File: src/rtl/pwrmode_pkg.sv
package pwrmode_pkg;

  typedef enum logic [1:0] {
    ST_RUN   = 2'd0,
    ST_IDLE  = 2'd1,
    ST_PDOWN = 2'd2,
    ST_START = 2'd3
  } pm_state_t;

  // Edge of interest: falling when pol is 0, rising when pol is 1.
  function automatic logic edge_seen(input logic prev, input logic now, input logic pol);
    return pol ? (!prev && now) : (prev && !now);
  endfunction

  // Power-down wins over idle when both requests are pending.
  function automatic pm_state_t sleep_target(input logic [1:0] req);
    if (req[1])      return ST_PDOWN;
    else if (req[0]) return ST_IDLE;
    else             return ST_RUN;
  endfunction

endpackage

File: src/rtl/pwr_wake_detect.sv
module pwr_wake_detect
  import pwrmode_pkg::*;
#(
  parameter int N_EXT  = 3,
  parameter int N_PORT = 2
) (
  input  logic              clk,
  input  logic              rst_n,
  input  logic [N_EXT-1:0]  pins,
  input  logic [N_EXT-1:0]  pol,
  input  logic [N_EXT-1:0]  en,
  input  logic [N_PORT-1:0] port,
  input  logic [N_PORT-1:0] cmp,
  output logic [N_EXT-1:0]  hit,
  output logic              match,
  output logic              wake_evt
);

  logic [N_EXT-1:0] prev_q;

  always_ff @(posedge clk or negedge rst_n) begin
    if (!rst_n) prev_q <= '1;
    else        prev_q <= pins;
  end

  for (genvar i = 0; i < N_EXT; i++) begin : g_pin
    assign hit[i] = en[i] && edge_seen(prev_q[i], pins[i], pol[i]);

    // a detected edge always leaves the pin at its selected level
    a_r6_hit_level: assert property (@(posedge clk) disable iff (!rst_n)
      hit[i] |-> (pins[i] == pol[i]));
  end

  assign match    = (port == cmp);
  assign wake_evt = (|hit) || match;

endmodule

File: src/rtl/pwr_osc_count.sv
module pwr_osc_count #(
  parameter int OSC_GOOD = 3
) (
  input  logic                        clk,
  input  logic                        rst_n,
  input  logic                        active,
  input  logic                        pulse,
  output logic [$clog2(OSC_GOOD+1)-1:0] seen,
  output logic                        done
);

  localparam int CW = $clog2(OSC_GOOD + 1);
  localparam logic [CW-1:0] LAST = CW'(OSC_GOOD - 1);

  always_ff @(posedge clk or negedge rst_n) begin
    if (!rst_n)                seen <= '0;
    else if (!active || done)  seen <= '0;
    else if (pulse)            seen <= seen + 1'b1;
  end

  assign done = active && pulse && (seen == LAST);

  // the count never passes the release threshold
  a_r8_cnt_bounded: assert property (@(posedge clk) disable iff (!rst_n)
    seen <= LAST);

endmodule

File: src/rtl/pwrmode_ctrl.sv
module pwrmode_ctrl
  import pwrmode_pkg::*;
#(
  parameter int N_EXT    = 3,
  parameter int N_PORT   = 2,
  parameter int OSC_GOOD = 3
) (
  input  logic              clk,
  input  logic              rst_n,
  input  logic              mode_wr,
  input  logic [1:0]        mode_wdata,
  input  logic              irq_req,
  input  logic              act_set,
  input  logic              act_rd,
  input  logic [N_EXT-1:0]  ext_int,
  input  logic [N_EXT-1:0]  int_pol,
  input  logic [N_EXT-1:0]  int_en,
  input  logic [N_PORT-1:0] wk_port,
  input  logic [N_PORT-1:0] wk_cmp,
  input  logic              osc_pulse,
  output logic              cpu_clk_en,
  output logic              per_clk_en,
  output logic              osc_en,
  output logic              ale_force,
  output logic              psen_force
);

  localparam int CW = $clog2(OSC_GOOD + 1);

  pm_state_t        state_q, state_d;
  logic [1:0]       req_q;
  logic             act_q;
  logic [N_EXT-1:0] pin_hit;
  logic             port_match;
  logic             wake_evt;
  logic [CW-1:0]    pulses_seen;
  logic             osc_ready;
  logic             go_run;
  logic             in_start;

  pwr_wake_detect #(.N_EXT(N_EXT), .N_PORT(N_PORT)) u_wake (
    .clk(clk), .rst_n(rst_n), .pins(ext_int), .pol(int_pol), .en(int_en),
    .port(wk_port), .cmp(wk_cmp), .hit(pin_hit), .match(port_match),
    .wake_evt(wake_evt)
  );

  assign in_start = (state_q == ST_START);

  pwr_osc_count #(.OSC_GOOD(OSC_GOOD)) u_cnt (
    .clk(clk), .rst_n(rst_n), .active(in_start), .pulse(osc_pulse),
    .seen(pulses_seen), .done(osc_ready)
  );

  always_ff @(posedge clk or negedge rst_n) begin
    if (!rst_n)       act_q <= 1'b0;
    else if (act_set) act_q <= 1'b1;
    else if (act_rd)  act_q <= 1'b0;
  end

  assign go_run = ((state_q == ST_IDLE) && irq_req) || osc_ready;

  always_ff @(posedge clk or negedge rst_n) begin
    if (!rst_n)                               req_q <= '0;
    else if (go_run)                          req_q <= '0;
    else if (mode_wr && state_q == ST_RUN)    req_q <= req_q | mode_wdata;
  end

  always_comb begin
    state_d = state_q;
    unique case (state_q)
      ST_RUN:   if (!act_q) state_d = sleep_target(req_q);
      ST_IDLE:  if (irq_req) state_d = ST_RUN;
      ST_PDOWN: if (wake_evt) state_d = ST_START;
      ST_START: if (osc_ready) state_d = ST_RUN;
      default:  state_d = ST_RUN;
    endcase
  end

  always_ff @(posedge clk or negedge rst_n) begin
    if (!rst_n) state_q <= ST_RUN;
    else        state_q <= state_d;
  end

  assign cpu_clk_en = (state_q == ST_RUN);
  assign per_clk_en = (state_q == ST_RUN) || (state_q == ST_IDLE);
  assign osc_en     = (state_q != ST_PDOWN);
  assign ale_force  = (state_q == ST_PDOWN) || in_start;
  assign psen_force = ale_force;

  // a pending activity flag holds the block in run
  a_r9_busy_blocks: assert property (@(posedge clk) disable iff (!rst_n)
    (state_q == ST_RUN && act_q) |=> (state_q == ST_RUN));

  // an interrupt in idle restores the processor clock next cycle
  a_r3_idle_exit: assert property (@(posedge clk) disable iff (!rst_n)
    (state_q == ST_IDLE && irq_req) |=> cpu_clk_en);

  // power-down is left only after a detected wake event
  a_r6_wake_cause: assert property (@(posedge clk) disable iff (!rst_n)
    (state_q == ST_PDOWN && !wake_evt) |=> !osc_en);

  // clocks are released only on the last counted pulse
  a_r8_release: assert property (@(posedge clk) disable iff (!rst_n)
    (in_start && !(osc_pulse && pulses_seen == CW'(OSC_GOOD - 1))) |=> !cpu_clk_en);

  // strobes are forced whenever the oscillator is stopped
  a_r4_strobes: assert property (@(posedge clk) disable iff (!rst_n)
    !osc_en |-> (ale_force && psen_force && !per_clk_en));

endmodule

File: config.mk
export PLATFORM = sky130hd
export DESIGN_NAME = pwrmode_ctrl
export DESIGN_NICKNAME = d
export VERILOG_FILES = /design/src/rtl/pwrmode_pkg.sv /design/src/rtl/pwr_wake_detect.sv /design/src/rtl/pwr_osc_count.sv /design/src/rtl/pwrmode_ctrl.sv
export SDC_FILE = /design/constraint.sdc
export NUM_CORES = 1
export LEC_CHECK = 0
export ABC_CLOCK_PERIOD_IN_PS = 4000
export BUFFER_PORTS_ARGS = -buffer_cell sky130_fd_sc_hd__buf_2
export CORE_AREA = 2 2 39 41
export DETAILED_ROUTE_END_ITERATION = 16
export DIE_AREA = 0 0 41 43
export GPL_TIMING_DRIVEN = 1
export PLACE_DENSITY = 0.81
export SYNTH_ARGS = -nofsm -noshare
export SYNTH_HDL_FRONTEND = slang
export SYNTH_HIERARCHICAL = 1
export SYNTH_SLANG_ARGS = --single-unit
File: constraint.sdc
create_clock -name clk -period 4 [get_ports clk]
set_input_delay 0.2 -clock clk [delete_from_list [all_inputs] [get_ports clk]]
set_output_delay 0.2 -clock clk [all_outputs]
set_load 0.03 [all_outputs]
==> out/results.ini <==
[clocking]
clock_sinks=10
root_buffer=clkbuf_4
clk_latency_ns=0.26
htree_num_levels=1
cts_setup_buffers=0
cts_tree=built
path_clk_slew_ns=0.07
numCtsBuffers=3
ctsLongestPathBuffers=2

[grt]
grt_overflow=0
grt_util_all_layers_pct=14.1
antenna_found_initial=0
grt_pass1_vias=433
grt_max_degree=12
grt_pass1_wl_mm=1.63

[synth]
synthCells=52
synth.area.top_cells=dfrtp_1, dfstp_2, nand4b_1, or4bb_1, a31oi_1
synth-main-ff-cell=dfrtp_1
synth_nets=75
synth_common_cells=dfrtp_1, nand2_1
async_reset_ff_share_pct=100
synth_top_area_cell=dfrtp_1
synth_top_area_share_pct=31.8
synth_seq_cells=10
yosys_warnings=6
seq_area_frac_synth_pct=46.1
synth_most_common_cell=dfrtp_1
synth_cell_types=28
synth_edf_count=0
synth_area_um2=551
syn_area_per_cell_um2=10.6

[sta]
period_share_pct=40.3
slew_viol_final=0
fin_crit_ns=1.61
fin_tns_setup_ns=0
setup_viol=0
fin_worst_hold_slack_ns=0.0502
setup_ws_ns=2.39
final_hold_viol_count=0
rsz0062_at_grt=false
clock_skew_ns=0.000507
slew_headroom_pct=79.0
tightest_slew_ns=0.315
max_clock_freq_mhz=620

[finish]
fin_nets=104
final_core_util_pct=52.4
antenna_cells=0
fillers=137
synthToLayoutAreaGrowth_pct=31.6
seq_area_um2=254
drive_above_1_share_pct=45.0
layoutNonFillerInstCount=96
multi_input_area_um2=263
fin_area_um2=724

[detailed_routing]
drcViolationCount=0
vias=476
routed_wl_mm=1.09
drtPass1Iterations=2
post_drt_wl_per_cell_um=11.3
wl_met3_um=82
wl_met2_um=500
vias_per_cell=4.96
drtAntennaViolNets=0
drt-initial-drc-count=1
routed.top_layer=met4
wl_met1_um=484

[setup_path]
path_class=flop to flop
worstPathRequired_ns=4.14
crit_path_start_kind=flop
arrival_ns=1.76
cp_max_fo=2
crit_path_end_kind=flop

[place]
dp_hpwl_um=874
post_dp_cell_area_um2=678
io_buffers=26
pre_cts_ws_ns=2.38
dp.cells=91
gp_congestion=0.662

[power_and_ir_drop]
ir_worst_vdd_mv=0.209
total_power_uw=372
power_density_nw_per_um2=513
p_leak_nw=0.364

[worst_hold_path]
worstHoldPathType=input port to flop

[floorplan]
start_util_pct=39.8
dieHeight_um=43
num_rows=14
io_pins=27
core_area_um2=1380
die-area_um2=1760
die_w_um=41

[job]
maxCapViolCount=0

[outcome]
outcome=finished clean

layout make-up:
class	count	share of cell area [%]
sequential	10	35.1
clock buffer	4	5.01
inverter	3	1.55
tap	16	2.76
timing repair buffer	27	19.3
multi-input combinational	36	36.3
cell usage in the layout, fill, tap and decap left out:
cell type,instances
clkbuf_4,3
a31oi_1,3
ha_1,1
nand4b_1,3
a211oi_1,1
o21bai_1,1
or4bb_1,2
nand4bb_1,1
clkbuf_8,1
and3_2,1
nand2b_1,1
inv_1,3
and2_2,1
a21oi_1,2
nand3b_1,2
o21a_1,1
or4_1,1
o21ai_0,1
dfrtp_1,7
buf_2,26
nor4b_2,1
o31ai_1,2
dlygate4sd3_1,1
nor2b_1,2
xor2_1,2
dfstp_2,3
nor2_1,2
nand2_1,4
or2b_1,1
sequential cells by signal, summed over array words and instances (netlist names):
signal and cells:
act_q 1, u_cnt/seen 2, u_wake/prev_q 3, state_q 2, req_q 2
metal layers:
layer,vias up,track usage [%]
li1,244,-
met1,208,15.3
met2,22,21.6
met3,2,3.14
met4,0,12.0
met5,-,0
cells by family after synthesis:
family	after synthesis	share of synthesized area, %
buffers and inverters	6	6.14
adders and majority gates	1	2.27
AOI/OAI and AO/OA	11	13.0
and+or+nand+nor	22	29.3
xor gates and xnor gates	2	3.18
DFF	10	46.1
where the power goes:
group	switching [mW]	internal, mW
Sequential	0.0275	0.130
Clock	0.0353	0.0552
Combinational	0.0677	0.0564
Total	0.130	0.241
worst max-delay path, cell delays in order, from the launching register on:
cell      delay (ns)
dfstp_2         0.53
nand4b_1        0.10
nand2_1         0.05
or4_1           0.52
a211oi_1        0.24
a21oi_1         0.06
worst paths after layout:
path | start | end | slack, ns | cells past startpoint
setup / recovery | u_wake/prev_q[0] | state_q[0] | 2.39 | 5
hold / removal | ext_int[2] | u_wake/prev_q[2] | 0.05 | 1
setup reg to reg | u_wake/prev_q[0] | state_q[0] | 2.39 | 5
hold reg to reg | u_cnt/seen[0] | u_cnt/seen[0] | 0.49 | 1
max in group asynchronous | rst_n | u_wake/prev_q[2] | 3.42 | 2
min in group asynchronous | rst_n | u_cnt/seen[0] | 0.32 | 2
repair_timing:
| action | 4_1_cts | 5_1_grt |
|---|---|---|
| hold buffers | 1 | 0 |
| gates resized for setup | 0 | 0 |
| hold endpoints to repair | 7 | 0 |
Power figures use the tool's default switching activity.
